**src/rtl/tat_pkg.sv**
```systemverilog
package tat_pkg;
   typedef enum logic [1:0] {
      CMD_RNOP = 2'b00,
      CMD_WNOP = 2'b01,
      CMD_RD   = 2'b10,
      CMD_WR   = 2'b11
   } tat_cmd_e;

   typedef enum logic [2:0] {
      M_RD_SET = 3'd0,
      M_WR_SET = 3'd1,
      M_R2W_R  = 3'd2,
      M_R2W_W  = 3'd3,
      M_W2R    = 3'd4
   } tat_mode_e;
endpackage

```
**src/rtl/tat_sequencer.sv**
```systemverilog
module tat_sequencer
   import tat_pkg::*;
#(
   parameter int AW      = 16,
   parameter int PRE_RD  = 1,
   parameter int POST_RD = 3,
   parameter int PRE_WR  = 3
) (
   input  logic          clk,
   input  logic          rst_n,
   input  logic          req_valid,
   input  logic          req_write,
   input  logic [AW-1:0] req_addr,
   output logic          req_ready,
   output tat_cmd_e      cmd_q,
   output logic [AW-1:0] addr_q
);
   localparam int MAXN     = (POST_RD > PRE_WR) ? ((POST_RD > PRE_RD) ? POST_RD : PRE_RD)
                                                : ((PRE_WR > PRE_RD) ? PRE_WR : PRE_RD);
   localparam int CW       = $clog2(MAXN + 1);
   localparam bit W2R_FREE = (PRE_RD == 0);
   localparam int W2R_REM  = (PRE_RD > 1) ? PRE_RD - 1 : 1;
   localparam int R2W_REM  = POST_RD - 1;

   tat_mode_e     mode_q, mode_d;
   logic [CW-1:0] rem_q, rem_d;
   tat_cmd_e      cmd_d;
   logic [AW-1:0] addr_d;

   always_comb begin
      mode_d    = mode_q;
      rem_d     = rem_q;
      cmd_d     = CMD_WNOP;
      addr_d    = '0;
      req_ready = 1'b0;
      case (mode_q)
         M_RD_SET: begin
            cmd_d = CMD_RNOP;
            if (!req_write) begin
               req_ready = 1'b1;
               if (req_valid) begin
                  cmd_d  = CMD_RD;
                  addr_d = req_addr;
               end
            end else if (req_valid) begin
               mode_d = M_R2W_R;
               rem_d  = CW'(R2W_REM);
            end
         end
         M_WR_SET: begin
            cmd_d = CMD_WNOP;
            if (req_write || W2R_FREE) begin
               req_ready = 1'b1;
               if (req_valid) begin
                  cmd_d  = req_write ? CMD_WR : CMD_RD;
                  addr_d = req_addr;
                  if (!req_write) mode_d = M_RD_SET;
               end
            end else if (req_valid) begin
               cmd_d  = CMD_RNOP;
               mode_d = (PRE_RD == 1) ? M_RD_SET : M_W2R;
               rem_d  = CW'(W2R_REM);
            end
         end
         M_R2W_R: begin
            cmd_d = CMD_RNOP;
            if (rem_q == CW'(1)) begin
               mode_d = M_R2W_W;
               rem_d  = CW'(PRE_WR);
            end else begin
               rem_d = rem_q - CW'(1);
            end
         end
         M_R2W_W: begin
            cmd_d = CMD_WNOP;
            if (rem_q == CW'(1)) mode_d = M_WR_SET;
            else                 rem_d  = rem_q - CW'(1);
         end
         M_W2R: begin
            cmd_d = CMD_RNOP;
            if (rem_q == CW'(1)) mode_d = M_RD_SET;
            else                 rem_d  = rem_q - CW'(1);
         end
         default: mode_d = M_WR_SET;
      endcase
   end

   always_ff @(posedge clk or negedge rst_n) begin
      if (!rst_n) begin
         mode_q <= M_WR_SET;
         rem_q  <= '0;
         cmd_q  <= CMD_WNOP;
         addr_q <= '0;
      end else begin
         mode_q <= mode_d;
         rem_q  <= rem_d;
         cmd_q  <= cmd_d;
         addr_q <= addr_d;
      end
   end


   turn_ready_chk: assert property (@(posedge clk) disable iff (!rst_n)
      (mode_q == M_R2W_R || mode_q == M_R2W_W || mode_q == M_W2R) |-> !req_ready);


   rd_no_wr_chk: assert property (@(posedge clk) disable iff (!rst_n)
      (cmd_q == CMD_RD) |=> (cmd_q == CMD_RD || cmd_q == CMD_RNOP));


   wr_after_wnop_chk: assert property (@(posedge clk) disable iff (!rst_n)
      (cmd_q != CMD_WR) ##1 (cmd_q == CMD_WR) |-> $past(cmd_q) == CMD_WNOP);


   nop_addr_chk: assert property (@(posedge clk) disable iff (!rst_n)
      (cmd_q == CMD_RNOP || cmd_q == CMD_WNOP) |-> addr_q == '0);

   generate
      if (PRE_RD > 0) begin : g_w2r_gap

         wr_no_rd_chk: assert property (@(posedge clk) disable iff (!rst_n)
            (cmd_q == CMD_WR) |=> (cmd_q != CMD_RD));
      end
   endgenerate
endmodule

```
**src/rtl/tat_window.sv**
```systemverilog
module tat_window
   import tat_pkg::*;
#(
   parameter int RL = 3
) (
   input  logic     clk,
   input  logic     rst_n,
   input  tat_cmd_e cmd,
   output logic     drv_en,
   output logic     term_en
);
   logic [RL-1:0] rd_pipe;
   logic          drv_q;

   always_ff @(posedge clk or negedge rst_n) begin
      if (!rst_n) begin
         rd_pipe <= '0;
         drv_q   <= 1'b0;
      end else begin
         rd_pipe <= {rd_pipe[RL-2:0], cmd == CMD_RD};
         drv_q   <= (cmd == CMD_WR);
      end
   end

   assign drv_en  = drv_q;
   assign term_en = rd_pipe[RL-1];


   drv_follow_chk: assert property (@(posedge clk) disable iff (!rst_n)
      (cmd == CMD_WR) |=> drv_en);


   drv_cause_chk: assert property (@(posedge clk) disable iff (!rst_n)
      drv_en |-> $past(cmd) == CMD_WR);


   term_follow_chk: assert property (@(posedge clk) disable iff (!rst_n)
      (cmd == CMD_RD) |-> ##RL term_en);
endmodule

```
**src/rtl/tat_scheduler.sv**
```systemverilog
module tat_scheduler
   import tat_pkg::*;
#(
   parameter int AW      = 16,
   parameter int RL      = 3,
   parameter int PRE_RD  = 1,
   parameter int POST_RD = 3,
   parameter int PRE_WR  = 3
) (
   input  logic          clk,
   input  logic          rst_n,
   input  logic          req_valid,
   input  logic          req_write,
   input  logic [AW-1:0] req_addr,
   output logic          req_ready,
   output logic [1:0]    cmd_o,
   output logic [AW-1:0] cmd_addr_o,
   output logic          drv_en_o,
   output logic          term_en_o
);
   generate
      if (RL != 2 && RL != 3) begin : g_bad_rl
         $error("tat_scheduler: RL must be 2 or 3");
      end
      if (POST_RD < 2 || PRE_WR < 2) begin : g_bad_r2w
         $error("tat_scheduler: read-to-write gaps need at least 2 NOPs each");
      end
      if (PRE_RD < 0 || PRE_RD > 7) begin : g_bad_w2r
         $error("tat_scheduler: PRE_RD out of range 0..7");
      end
      if (AW < 1) begin : g_bad_aw
         $error("tat_scheduler: AW must be positive");
      end
   endgenerate

   tat_cmd_e cmd_q;

   tat_sequencer #(
      .AW(AW), .PRE_RD(PRE_RD), .POST_RD(POST_RD), .PRE_WR(PRE_WR)
   ) u_seq (
      .clk(clk), .rst_n(rst_n),
      .req_valid(req_valid), .req_write(req_write), .req_addr(req_addr),
      .req_ready(req_ready), .cmd_q(cmd_q), .addr_q(cmd_addr_o)
   );

   tat_window #(.RL(RL)) u_win (
      .clk(clk), .rst_n(rst_n), .cmd(cmd_q),
      .drv_en(drv_en_o), .term_en(term_en_o)
   );

   assign cmd_o = cmd_q;


   bus_excl_chk: assert property (@(posedge clk) disable iff (!rst_n)
      !(drv_en_o && term_en_o));
endmodule

```
**config.mk**
```make
export PLATFORM = sky130hd
export DESIGN_NAME = tat_scheduler
export DESIGN_NICKNAME = d
export VERILOG_FILES = /design/src/rtl/tat_pkg.sv /design/src/rtl/tat_sequencer.sv /design/src/rtl/tat_window.sv /design/src/rtl/tat_scheduler.sv
export SDC_FILE = /design/constraint.sdc
export NUM_CORES = 1
export LEC_CHECK = 0
export ABC_AREA = 1
export ABC_CLOCK_PERIOD_IN_PS = 3900
export CORE_MARGIN = 5
export CORE_UTILIZATION = 39
export CTS_CLUSTER_SIZE = 14
export DETAILED_ROUTE_END_ITERATION = 16
export PLACE_DENSITY = 0.7
export SETUP_SLACK_MARGIN = 0.5
export SLEW_MARGIN = 10
export SYNTH_ARGS = -nofsm -noshare
export SYNTH_HDL_FRONTEND = slang
export SYNTH_HIERARCHICAL = 1
export SYNTH_SLANG_ARGS = --single-unit
export TNS_END_PERCENT = 1
```
**constraint.sdc**
```tcl
create_clock -name clk -period 3.9 [get_ports clk]
set_clock_uncertainty 0.1 [all_clocks]
set_input_delay 0.585 -clock clk [delete_from_list [all_inputs] [get_ports clk]]
set_output_delay 0.585 -clock clk [all_outputs]
set_load 0.005 [all_outputs]
```
# Yosys cells after proc, flatten, opt, wreduce, memory -nomap -nowiden
# Cells that the tools add are included.
[word_totals]
reg_bits = 27
input_bits = 20
output_inout_bits = 21
wordCells = 56
[op_classes]
addsub = 1
n_eq_ne = 15
n_mux = 28
reduce_logical = 6
[ops]
columns = ["operator", "n"]
rows = [
  ["$mux 16", 3],
  ["$pmux 16 s2", 1],
  ["$mux 3", 7],
  ["$mux 2", 10],
  ["$pmux 3 s5", 1],
  ["$ne 2x2->1 const B", 5],
  ["$pmux 2 s4", 1],
  ["$reduce_and 7->1", 1],
  ["$eq 3x2->1 const B", 2],
  ["$ne 2x1->1 const B", 3],
  ["$pmux 2 s3", 1],
  ["$reduce_and 6->1", 1],
  ["$eq 2x2->1 const B", 2],
  ["$reduce_bool 4->1", 1],
  ["$reduce_or 2->1", 2],
  ["$eq 3x1->1 const B", 1],
  ["$eq 3x3->1 const B", 1],
  ["$logic_not 3->1", 1],
  ["$mux 1", 3],
  ["$eq 2x1->1 const B", 1],
  ["$pmux 1 s2", 1],
  ["$sub 2x1->2 const B", 1],
]

# Logic depth before layout (Yosys ltp)
[logic_depth]
word_depth = 4
depth_mapped = 8

# Hierarchy
# Netlist, hierarchy kept.
[by_module_without_submodules]
columns = ["mod", "instances", "cells_each", "area_per_inst_um2", "seq_area_each_um2"]
rows = [
  ["tat_sequencer", 1, 106, 1083.5, 553.0],
  ["tat_window", 1, 8, 117.6, 100.1],
]

# Worst setup path before layout
# Ideal clock, no wire load.
[synth_path]
kind = "reg-to-output"
from = "register u_seq.mode_q[0]"
to = "output port req_ready"
arrival_ps = 1046
required_time_ps = 3215
slack_ps = 2169
stages_incl_launch_ff = 5
path_buffers = 0
path_cell_list = "dfstp_2 > inv_1 > ha_1 > nand2_2 > nand2_1"
[synth_between]
elab_chain_cells = 2
[synth_rtl]
columns = ["item", "line", "source"]
rows = [
  ["start: declaration", "tat_sequencer.sv:25", "tat_mode_e mode_q, mode_d;"],
  ["start signal: assignment", "tat_sequencer.sv:95", "mode_q <= mode_d;"],
  ["$eq 3x1->1 / $logic_not 3->1 (equally long branches)", "tat_sequencer.sv:36", "case (mode_q)"],
  ["$pmux 1 s2 *", "tat_sequencer.sv:36", ""],
  ["end: declaration", "tat_scheduler.sv:15", "output logic req_ready,"],
]
# Mark *: on every way between the ends. The rest lies on a longest branch, timed or not.

# Worst setup path in the final report
# Same ends and word-level chain as after synthesis.

==> results_dict.tcl <==
set metrics [dict create \
    h-tree-depth 1 \
    grt.overflow.total 0 \
    max-cap-violations 0 \
    vdd_drop_max_v 0.000351 \
    crit_fanout 6 \
    viasPerCell 4.76 \
    synth_most_common_cell "dfrtp_1" \
    fp.dieH_um 65.5 \
    rows 20 \
    coreArea_mm2 0.00300 \
    start_util_pct 40.0 \
    dp_slack_ns 1.37 \
    clkTransAtPathRegs_ns 0.13 \
    root_buffer "clkbuf_4" \
    fin_area_mm2 0.00166 \
    postCtsHoldBufs 0 \
    netlist_top_cells_count "dfrtp_1 (24), nand2_1 (23), inv_1 (14)" \
    clock_sinks 26 \
    synth_compound_area_share_pct 2.08 \
    reg2reg_slack_ns 2.04 \
    fmax_mhz 377 \
    grt_start_max_net_pins 27 \
    numCtsBuffers 3 \
    grt_pass1_wl_um 4130 \
    synth_top_area_cell "dfrtp_1" \
    rsz0062_at_grt "no" \
    wl_per_cell_um 12.9 \
    rr_worst_depth 6 \
    netlist_area_mm2 0.00120 \
    postCtsResizedCells 0 \
    worstReg2RegEnd "u_seq/addr_q[6]" \
    crit_start "u_seq/mode_q[0]" \
    netlist.area_leader.share_pct 50.0 \
    async_flop_share_pct 100 \
    routabilityCongestion 0.882 \
    hold_class "in2async" \
    antennaDiodeCount 0 \
    numPortBuffers 40 \
    ys_ff_latch 26 \
    yosysWarnings 6 \
    finalSetupViolCount 0 \
    fin_crit_ns 2.65 \
    postPlaceCellArea_mm2 0.00163 \
    setup_tns_ns 0 \
    nNetsFinal 187 \
    drive_gt1_share_pct 13.4 \
    post_synth_mux_area_share_pct 0 \
    remaining_drc_errors 0 \
    drt_wl_total_um 2450 \
    powerDensity_mw_per_mm2 537 \
    critical_path_class "reg2out" \
    critical_path_required_ns 3.21 \
    setup_slack_ns 1.25 \
    synth_edf_count 0 \
    syn_area_per_cell_um2 10.5 \
    synth-simple-area-share_pct 27.9 \
    clock_latency_ns 0.32 \
    max-clock-path-buffers 2 \
    final.period_utilization_pct 68.0 \
    synth.distinct_cells 14 \
    synth_fp_nets 143 \
    max_slew.worst_pin.slew_ns 0.549 \
    synth_area_leaders "dfrtp_1 (50%), ha_1 (9.4%), nor3b_2 (9.4%), nand2_1 (7.2%), dfstp_2 (4.4%)" \
    crit_path_end_kind "output pin" \
    crit_arrival_ns 1.97 \
    hold_viol 0 \
    antenna_found_initial 0 \
    grtUsageTotal_pct 12.2 \
    seq_area_frac_synth_pct 54.4 \
    synth-xor-area-share_pct 0 \
    die_w_um 65.5 \
    timing.rr.start "u_seq/mode_q[1]" \
    io_pins 41 \
    dr.pass1.iters 4 \
    synth_top_family_by_area "simple AND/OR/NAND/NOR gates" \
    syn_inst 114 \
    outcome "finished, final reports clean" \
    yosys.area_share.adder_pct 9.38 \
    relSlewSlack_pct 63.4 \
    yosys_most_used_dff "dfrtp_1" \
    leakage_nw 0.795 \
    drv_slew 0 \
    dieArea_mm2 0.00429 \
    ant_nets 0 \
    hpwlAfterDp_um 1920 \
    via_count 904 \
    startpoint_type "register" \
    cts_setup_buffers 0 \
    grt_pass1_vias 944 \
    cts_tree "done" \
    synthToLayoutAreaGrowth_pct 38.1 \
    drt_iter0_markers 35 \
]
worst max path at each step:
stage	endpoint	slack, ns	cells after the start
finish	req_ready	1.25	5
global route	req_ready	1.14	5
CTS	req_ready	1.23	5
detailed placement	req_ready	1.37	4
global placement	req_ready	1.41	4
floorplan	req_ready	2.17	4
cells in the final DEF (no fill, tap or decap):
cell type	synthesis	routed
o21ai_0	4	4
dfstp_2	2	2
a21oi_1	1	1
inv_1	14	14
clkbuf_4	0	3
clkdlybuf4s50_1	0	39
nand2_2	3	3
buf_2	0	1
ha_1	9	9
nor3b_1	6	6
dfrtp_1	24	24
buf_4	0	1
nor2_1	11	11
nand2_1	23	23
nor2_2	1	1
nor3b_2	9	9
clkbuf_8	0	1
nand3_1	5	5
kinds of logic (layout without fill, tap and decap cells):
family                     after synthesis  count (layout)
DFF                                     26              26
and+or+nand+nor                         58              58
adders and majority gates                9               9
AOI/OAI and AO/OA                        5               5
buffers and inverters                   16              59
cell type report:
cell class,count,area [um2]
multi-input combinational,72,473
fill,276,1340
sequential,26,653
tap,33,41.3
timing repair buffer,41,403
clock buffer,4,36.3
inverter,14,52.6
flip-flops by register name, summed over array words and instances (netlist names):
name	count
u_seq/rem_q	2
u_seq/cmd_q	2
u_seq/addr_q	16
u_seq/mode_q	2
u_win/rd_pipe	3
u_win/drv_en	1
where the power goes:
group          total (W)  switching (W)  internal (W)
clock           0.000132      0.0000750     0.0000571
sequential      0.000359      0.0000337      0.000325
combinational   0.000400       0.000231      0.000169
through the flow:
| step | total power (W) | std cells | hold slack, ns | utilization [%] |
|---|---|---|---|---|
| global placement | 0.000756 | 186 | 0.233 | 54.2 |
| detailed placement | 0.000767 | 186 | 0.238 | 54.2 |
| CTS | 0.000902 | 190 | 0.269 | 55.4 |
| global route | 0.000968 | 190 | 0.171 | 55.3 |
| floorplan | 0.000625 | 114 | 0.189 | - |
| finish | 0.000891 | 190 | 0.137 | 55.3 |
critical path, cell delays in order (launching register included):
cell and delay [ns]:
dfstp_2 0.60, inv_1 0.09, ha_1 0.29, nand2_2 0.14, nand2_1 0.08, clkdlybuf4s50_1 0.45
routing by layer:
metal / vias to the layer above / share of wire [%] / track usage (%)
li1: 440 / - / -
met1: 420 / 43 / 14.4
met2: 42 / 48 / 22.0
met3: 2 / 8.1 / 3.08
met4: 0 / 1.0 / 3.11
met5: - / 0 / 0
(Power assumes the default switching activity.)
